**src/rtl/cpf_pkg.sv**
```systemverilog
`timescale 1ns/1ps
package cpf_pkg;

    // How the framer decides where a packet ends
    typedef enum logic [2:0] {
        K_FIXED  = 3'd0,   // table-driven length
        K_STRIP1 = 3'd1,   // terminator tested on every word from index 3
        K_STRIP2 = 3'd2,   // terminator tested on even words from index 4
        K_IMAGE  = 3'd3,   // three words, then hand-off to transfer engine
        K_ATTR   = 3'd4    // single word written to attribute file
    } pkt_kind_e;

    localparam logic [31:0] TERM_MASK = 32'hF000_F000;
    localparam logic [31:0] TERM_VAL  = 32'h5000_5000;
    localparam int          ATTR_N    = 8;
    localparam int          WORD_W    = 32;

endpackage

```
**src/rtl/cpf_len_decode.sv**
```systemverilog
`timescale 1ns/1ps
module cpf_len_decode
    import cpf_pkg::*;
(
    input  logic [7:0] opcode,
    output pkt_kind_e  kind,
    output logic [3:0] extra
);

    always_comb begin
        kind  = K_FIXED;
        extra = 4'd0;
        unique case (opcode[7:5])
            3'd0: extra = (opcode == 8'h02) ? 4'd2 : 4'd0;
            3'd1: begin
                unique case (opcode[4:2])
                    3'd0: extra = 4'd3;
                    3'd1: extra = 4'd6;
                    3'd2: extra = 4'd4;
                    3'd3: extra = 4'd8;
                    3'd4: extra = 4'd5;
                    3'd5: extra = 4'd8;
                    3'd6: extra = 4'd7;
                    default: extra = 4'd11;
                endcase
            end
            3'd2: begin
                extra = opcode[4] ? 4'd3 : 4'd2;
                if (opcode[3]) begin
                    kind = opcode[4] ? K_STRIP2 : K_STRIP1;
                end
            end
            3'd3: begin
                unique case (opcode[4:2])
                    3'd0: extra = 4'd2;
                    3'd1: extra = 4'd3;
                    3'd2: extra = 4'd1;
                    3'd3: extra = 4'd0;
                    3'd4: extra = 4'd1;
                    3'd5: extra = 4'd2;
                    3'd6: extra = 4'd1;
                    default: extra = 4'd2;
                endcase
            end
            3'd4: extra = (opcode == 8'h80) ? 4'd3 : 4'd0;
            3'd5, 3'd6: begin
                kind  = K_IMAGE;
                extra = 4'd2;
            end
            default: begin
                if (opcode[4:3] == 2'b00) begin
                    kind = K_ATTR;
                end
            end
        endcase
    end

endmodule

```
**src/rtl/cpf_attr_file.sv**
```systemverilog
`timescale 1ns/1ps
module cpf_attr_file
    import cpf_pkg::*;
(
    input  logic                     clk,
    input  logic                     rst_n,
    input  logic                     we,
    input  logic [2:0]               widx,
    input  logic [WORD_W-1:0]        wdata,
    output logic [ATTR_N*WORD_W-1:0] regs_flat,
    output logic [12:0]              status
);

    logic [ATTR_N-1:0][WORD_W-1:0] regs_d, regs_q;

    always_comb begin
        regs_d = regs_q;
        if (we) begin
            regs_d[widx] = wdata;
        end
    end

    always_ff @(posedge clk) begin
        if (!rst_n) begin
            for (int i = 0; i < ATTR_N; i++) begin
                regs_q[i] <= {8'hE0 + 8'(i), 24'h0};
            end
        end else begin
            regs_q <= regs_d;
        end
    end

    assign regs_flat = regs_q;
    assign status    = {regs_q[6][1:0], regs_q[1][10:0]};

    // a write to register 1 shows in the low status field next cycle
    p_status1_r8: assert property (@(posedge clk) disable iff (!rst_n)
        (we && widx == 3'd1) |=> status[10:0] == $past(wdata[10:0]));

    // a write to register 6 shows in the top status field next cycle
    p_status6_r8: assert property (@(posedge clk) disable iff (!rst_n)
        (we && widx == 3'd6) |=> status[12:11] == $past(wdata[1:0]));

    // without a write the register file keeps its contents
    p_keep_r7: assert property (@(posedge clk) disable iff (!rst_n)
        !we |=> $stable(regs_flat));

endmodule

```
**src/rtl/cmd_packet_framer.sv**
```systemverilog
`timescale 1ns/1ps
module cmd_packet_framer
    import cpf_pkg::*;
#(
    parameter  int MAX_WORDS = 16,
    localparam int CNT_W     = $clog2(MAX_WORDS + 1),
    localparam int IDX_W     = $clog2(MAX_WORDS)
) (
    input  logic                        clk,
    input  logic                        rst_n,
    input  logic                        in_valid,
    input  logic [31:0]                 in_data,
    output logic                        in_ready,
    output logic                        pkt_valid,
    input  logic                        pkt_ready,
    output logic [CNT_W-1:0]            pkt_len,
    output logic [MAX_WORDS*32-1:0]     pkt_words,
    output logic                        xfer_start,
    output logic                        xfer_read,
    output logic [31:0]                 xfer_pos,
    output logic [31:0]                 xfer_size,
    input  logic                        xfer_wr_active,
    output logic                        xfer_data_valid,
    output logic [31:0]                 xfer_data,
    output logic [255:0]                attr_regs,
    output logic [12:0]                 status_low
);

    typedef struct packed {
        logic [CNT_W-1:0]                idx;
        logic                            odd;
        pkt_kind_e                       kind;
        logic [3:0]                      extra;
        logic [MAX_WORDS-1:0][WORD_W-1:0] words;
        logic                            pkt_valid;
        logic [CNT_W-1:0]                pkt_len;
        logic                            xs;
        logic                            xr;
        logic [WORD_W-1:0]               xpos;
        logic [WORD_W-1:0]               xsize;
    } frm_state_t;

    frm_state_t s_d, s_q;

    pkt_kind_e  dec_kind;
    logic [3:0] dec_extra;
    logic       take;
    logic       is_term;
    logic       done;
    logic       attr_we;

    cpf_len_decode u_dec (
        .opcode (in_data[31:24]),
        .kind   (dec_kind),
        .extra  (dec_extra)
    );

    cpf_attr_file u_attr (
        .clk       (clk),
        .rst_n     (rst_n),
        .we        (attr_we),
        .widx      (in_data[26:24]),
        .wdata     (in_data),
        .regs_flat (attr_regs),
        .status    (status_low)
    );

    assign in_ready        = xfer_wr_active | ~s_q.pkt_valid | pkt_ready;
    assign take            = in_valid & in_ready & ~xfer_wr_active;
    assign is_term         = (in_data & TERM_MASK) == TERM_VAL;
    assign xfer_data_valid = in_valid & xfer_wr_active;
    assign xfer_data       = in_data;

    always_comb begin
        s_d     = s_q;
        s_d.xs  = 1'b0;
        attr_we = 1'b0;
        done    = 1'b0;
        if (s_q.pkt_valid && pkt_ready) begin
            s_d.pkt_valid = 1'b0;
        end
        if (take) begin
            s_d.odd = ~s_q.odd;
            if (s_q.idx == '0) begin
                // first word of a command
                s_d.words[0] = in_data;
                s_d.kind     = dec_kind;
                s_d.extra    = dec_extra;
                s_d.odd      = 1'b1;
                if (dec_kind == K_ATTR) begin
                    attr_we = 1'b1;
                end else if (dec_kind == K_FIXED && dec_extra == 4'd0) begin
                    s_d.pkt_valid = 1'b1;
                    s_d.pkt_len   = CNT_W'(1);
                end else begin
                    s_d.idx = CNT_W'(1);
                end
            end else begin
                if (s_q.idx < CNT_W'(MAX_WORDS)) begin
                    s_d.words[s_q.idx[IDX_W-1:0]] = in_data;
                    s_d.idx = s_q.idx + CNT_W'(1);
                end
                unique case (s_q.kind)
                    K_FIXED:  done = (s_q.idx == CNT_W'(s_q.extra));
                    K_STRIP1: done = is_term && (s_q.idx >= CNT_W'(3));
                    K_STRIP2: done = is_term && (s_q.idx >= CNT_W'(4)) && !s_q.odd;
                    K_IMAGE: begin
                        if (s_q.idx == CNT_W'(2)) begin
                            s_d.xs    = 1'b1;
                            s_d.xr    = (s_q.words[0][31:29] == 3'b110);
                            s_d.xpos  = s_q.words[1];
                            s_d.xsize = in_data;
                            s_d.idx   = '0;
                        end
                    end
                    default: done = 1'b0;
                endcase
                if (done) begin
                    s_d.pkt_valid = 1'b1;
                    s_d.pkt_len   = (s_q.idx == CNT_W'(MAX_WORDS)) ? CNT_W'(MAX_WORDS)
                                                                  : s_q.idx + CNT_W'(1);
                    s_d.idx       = '0;
                end
            end
        end
    end

    always_ff @(posedge clk) begin
        if (!rst_n) begin
            s_q <= '0;
        end else begin
            s_q <= s_d;
        end
    end

    assign pkt_valid  = s_q.pkt_valid;
    assign pkt_len    = s_q.pkt_len;
    assign pkt_words  = s_q.words;
    assign xfer_start = s_q.xs;
    assign xfer_read  = s_q.xr;
    assign xfer_pos   = s_q.xpos;
    assign xfer_size  = s_q.xsize;

    // a stalled packet keeps its contents and stays offered
    p_hold_r5: assert property (@(posedge clk) disable iff (!rst_n)
        (pkt_valid && !pkt_ready) |=> (pkt_valid && $stable(pkt_words) && $stable(pkt_len)));

    // no parsing progress while a packet is stalled
    p_stall_r5: assert property (@(posedge clk) disable iff (!rst_n)
        (pkt_valid && !pkt_ready && !xfer_wr_active) |=> $stable(s_q.idx));

    // emitted length never exceeds the buffer
    p_len_cap_r4: assert property (@(posedge clk) disable iff (!rst_n)
        pkt_valid |-> (pkt_len != '0 && pkt_len <= CNT_W'(MAX_WORDS)));

    // transfer start is a single-cycle pulse
    p_pulse_r12: assert property (@(posedge clk) disable iff (!rst_n)
        xfer_start |=> !xfer_start);

    // an image command never produces a drawing packet
    p_img_nopkt_r6: assert property (@(posedge clk) disable iff (!rst_n)
        xfer_start |-> !pkt_valid);

    // routed words leave the parser untouched
    p_bypass_r11: assert property (@(posedge clk) disable iff (!rst_n)
        xfer_wr_active |=> ($stable(s_q.idx) && !$rose(pkt_valid)));

    // an attribute word is not emitted
    p_attr_nopkt_r7: assert property (@(posedge clk) disable iff (!rst_n)
        (take && s_q.idx == '0 && in_data[31:27] == 5'b11100) |=> !pkt_valid);

endmodule

```
**config.mk**
```make
export PLATFORM = sky130hd
export DESIGN_NAME = cmd_packet_framer
export DESIGN_NICKNAME = d
export VERILOG_FILES = /design/src/rtl/cpf_pkg.sv /design/src/rtl/cpf_len_decode.sv /design/src/rtl/cpf_attr_file.sv /design/src/rtl/cmd_packet_framer.sv
export SDC_FILE = /design/constraint.sdc
export NUM_CORES = 2
export LEC_CHECK = 0
export BUFFER_PORTS_ARGS = -buffer_cell sky130_fd_sc_hd__buf_4
export CAP_MARGIN = 15
export CORE_AREA = 2 2 355 357
export CTS_BUF_LIST = sky130_fd_sc_hd__clkbuf_16
export CTS_CLUSTER_SIZE = 25
export DETAILED_ROUTE_END_ITERATION = 8
export DIE_AREA = 0 0 357 359
export PLACE_DENSITY_LB_ADDON = 0.1
export SYNTH_ARGS = -nofsm -noshare
export SYNTH_HDL_FRONTEND = slang
export SYNTH_SLANG_ARGS = --single-unit
```
**constraint.sdc**
```tcl
create_clock -name clk -period 2.9 [get_ports clk]
set_input_delay 0.435 -clock clk [delete_from_list [all_inputs] [get_ports clk]]
set_output_delay 0.435 -clock clk [all_outputs]
set_load 0.1 [all_outputs]
```
==> impl_metrics.yaml <==
synthesis:
  ys_ff_latch: 853
  ys_warn_count: 0
  syn_area_per_cell_um2: 7.85
  synth_edf_count: 0
  synthCells: 4436
  synthesis.nets: 4479
  async_flop_share_pct: 0
  netlist_area_um2: 34800
  yosysSeqAreaShare_pct: 49.0
  synthFlopType: "dfxtp_1"
  synth.distinct_cells: 55
min_path:
  hp-class: "in2reg"
  hold_path_depth: 3
  min_from: "in_data[24]"
power_and_ir_drop:
  p_per_area_nw_per_um2: 598
  combPwrFrac_pct: 6.1
  ir_drop_mv: 0.415
  p_sw_share_pct: 26.4
  power_w: 0.0254
  p_clk_share_pct: 47.5
  leakage_nw: 16.5
  p_int_w: 0.0187
  switchingPower_w: 0.00670
  p_seq_share_pct: 46.4
placement:
  post-dp-hpwl_um: 109000
  dpl_worst_slack_ns: 0.0404
  portBuffers: 923
  gp_congestion: 0.805
clock_tree:
  clkLatencyLatePin_ns: 0.69
  clk_path_buf_depth: 3
  htreeDepth: 3
  cts_tree: "done"
  cts_hold_buf: 0
  post_cts_buffers: 0
  cts_sinks: 853
  root_buffer: "clkbuf_16"
  cts_made_buffers: 101
  clk_pin_slew_ns: 0.06
route:
  route.met3.wl_um: 12900
  dr_wl_met2_um: 78800
  routed.top_layer: "met5"
  drtAntennaViolNets: 0
  routed_wl_um: 162000
  met1_length_um: 66900
  drt_iter0_drc: 2197
  wire_per_inst_um: 25.5
  drc: 0
  vias: 28913
  first_pass_iters: 5
  avgViaCountPerCell: 4.55
critical_path:
  cp-end-kind: "flip-flop"
  required_ns: 3.48
  cp-start-kind: "flip-flop"
  critPathMaxFanout: 27
  r2r_cells: 10
  arrival_ns: 3.31
  crit_slowest_cell: "or3_2"
  slowest_delay_ns: 0.49
  crit_chain: "inv_1 -> ha_1 -> or4b_4 -> or3_2 -> or3_4 -> buf_4 -> nor2_4 -> buf_12 -> nand2_1 -> a21oi_1"
  r2r-start: "s_q[593]"
  crit_type: "reg2reg"
  cp-startpoint: "s_q[593]"
floorplanning:
  die-area_um2: 128000
  rows: 130
  coreArea_um2: 125000
  num_io_pins: 924
  die_width_um: 357
  initial_core_util_pct: 28.0
  die_h_um: 359
finish:
  multi_input_area_um2: 11700
  final_common_cell: "nand2_1"
  fillerInstances: 13225
  nets: 4664
  layout_common_cells: "1,572 x nand2_1, 1,025 x buf_4, 853 x dfxtp_1, 697 x a21oi_1, 101 x clkbuf_16"
  area_growth_pct: 21.8
  drive_above_1_share_pct: 26.4
  seq_area_um2: 17100
sta:
  min_period_over_period_pct: 94.4
  worst_slew_pin_slew_ns: 0.846
  rsz0062_at_grt: "no"
  finalSetupTns_ns: 0
  finalHoldViolCount: 0
  clock_skew_ns: 0.0450
  period_needed_ns: 2.74
  report.final.slew_viol_count: 0
  fmax_mhz: 365
  finalSetupViolCount: 0
  setup_ws_ns: 0.163
  max_slew_margin_pct: 43.6
global_route:
  grt_pass1_vias: 27256
  grt_pass1_wl_um: 223000
  track_usage_pct: 24.2
  grt_max_degree: 154
  overflow: 0
  antenna_found_initial: 3
job:
  cap_viol_max_count: 0
run_status:
  status: "finished clean"
-- final timing paths --
path	end	slack, ns
max	u_attr.regs_flat[45]	0.16
min	pkt_words[24]	0.11
max reg2reg	u_attr.regs_flat[45]	0.16
min reg2reg	u_attr.regs_flat[158]	0.45
-- critical path, delay by kind of cell, from the launching register on --
kind | cells | cell delay (ns)
compound gates | 1 | 0.16
fa+ha+maj | 1 | 0.16
buf+inv | 3 | 0.45
flops | 1 | 0.31
simple gates | 5 | 1.52
-- layout make-up --
| class | instances | share of cell area, % |
|---|---|---|
| Sequential cell | 853 | 40.2 |
| Multi-Input combinational cell | 2588 | 27.5 |
| Timing Repair Buffer | 1066 | 20.1 |
| Clock buffer | 101 | 5.96 |
| Tap cell | 1650 | 4.86 |
| Clock inverter | 83 | 1.25 |
| Inverter | 11 | 0.115 |
| Antenna cell | 4 | 0.0236 |
-- stage by stage --
stage	area, µm²	std cells	util (%)	hold WS [ns]
after detailed placement	39400	6168	31.6	0.431
after CTS	42400	6352	34.0	0.0453
after floorplan	34800	4436	-	0.435
after global routing	42400	6352	34.1	0.0835
after global placement	39400	6168	31.6	0.430
final	42400	6356	34.1	0.112
-- cell usage after synthesis (3+ instances only) --
library cell	number	share of area (%)
or2_2	10	0.18
a31oi_1	3	0.054
nand4_1	11	0.20
nor2b_1	5	0.090
nand3b_1	4	0.086
dfxtp_1	853	49
mux2i_1	4	0.11
buf_6	5	0.16
o21ai_0	9	0.13
a21oi_1	697	10
nor3_1	14	0.20
nor4b_1	4	0.10
a21boi_0	81	1.7
a211oi_1	3	0.065
buf_4	645	14
ha_1	6	0.22
nand2b_1	5	0.090
clkbuf_1	308	3.3
and2_1	6	0.11
nand3_1	17	0.24
nor2_1	23	0.25
inv_1	10	0.11
nor2_4	3	0.097
or3_1	32	0.57
nor4_1	5	0.090
and3_1	33	0.59
buf_1	17	0.18
xor2_1	5	0.13
buf_2	9	0.13
nand2_1	1575	17
-- cell families after synthesis --
family                   Yosys count  synth area share (%)
XOR/XNOR                           7                 0.176
adder cells (fa/ha/maj)            6                 0.216
AND/OR/NAND/NOR                 1761                  20.2
flip-flops                       853                  49.0
multiplexers                       5                 0.147
buffers and inverters            995                  17.8
AO/OA/AOI/OAI                    809                  12.4
-- sequential cells by signal, summed over array words and instances, names as in the netlist --
signal and flops:
xfer_start 1, xfer_pos 32, pkt_valid 1, xfer_size 32
s_q 13, xfer_read 1, pkt_len 5, u_attr.regs_flat 256
pkt_words 512
-- power by group through the flow --
stage               clock network [W]  registers (W)  logic, W
floorplan                           0         0.0120  0.000932
global placement                    0         0.0120   0.00158
detailed placement                  0         0.0120   0.00157
CTS                            0.0124         0.0118   0.00157
global route                   0.0129         0.0118   0.00161
finish                         0.0121         0.0118   0.00155
-- routing by layer --
layer	GRT usage (%)	vias up
met5	0	-
met4	5.37	2
met3	7.36	158
met2	41.4	935
met1	29.7	13939
li1	-	13879
-- repair_timing --
action | CTS | global route
hold endpoints to repair | 0 | 0
gates resized for setup | 2 | 1
endpoints found under the setup margin | 12 | 11
Power figures use the tool's default switching activity.
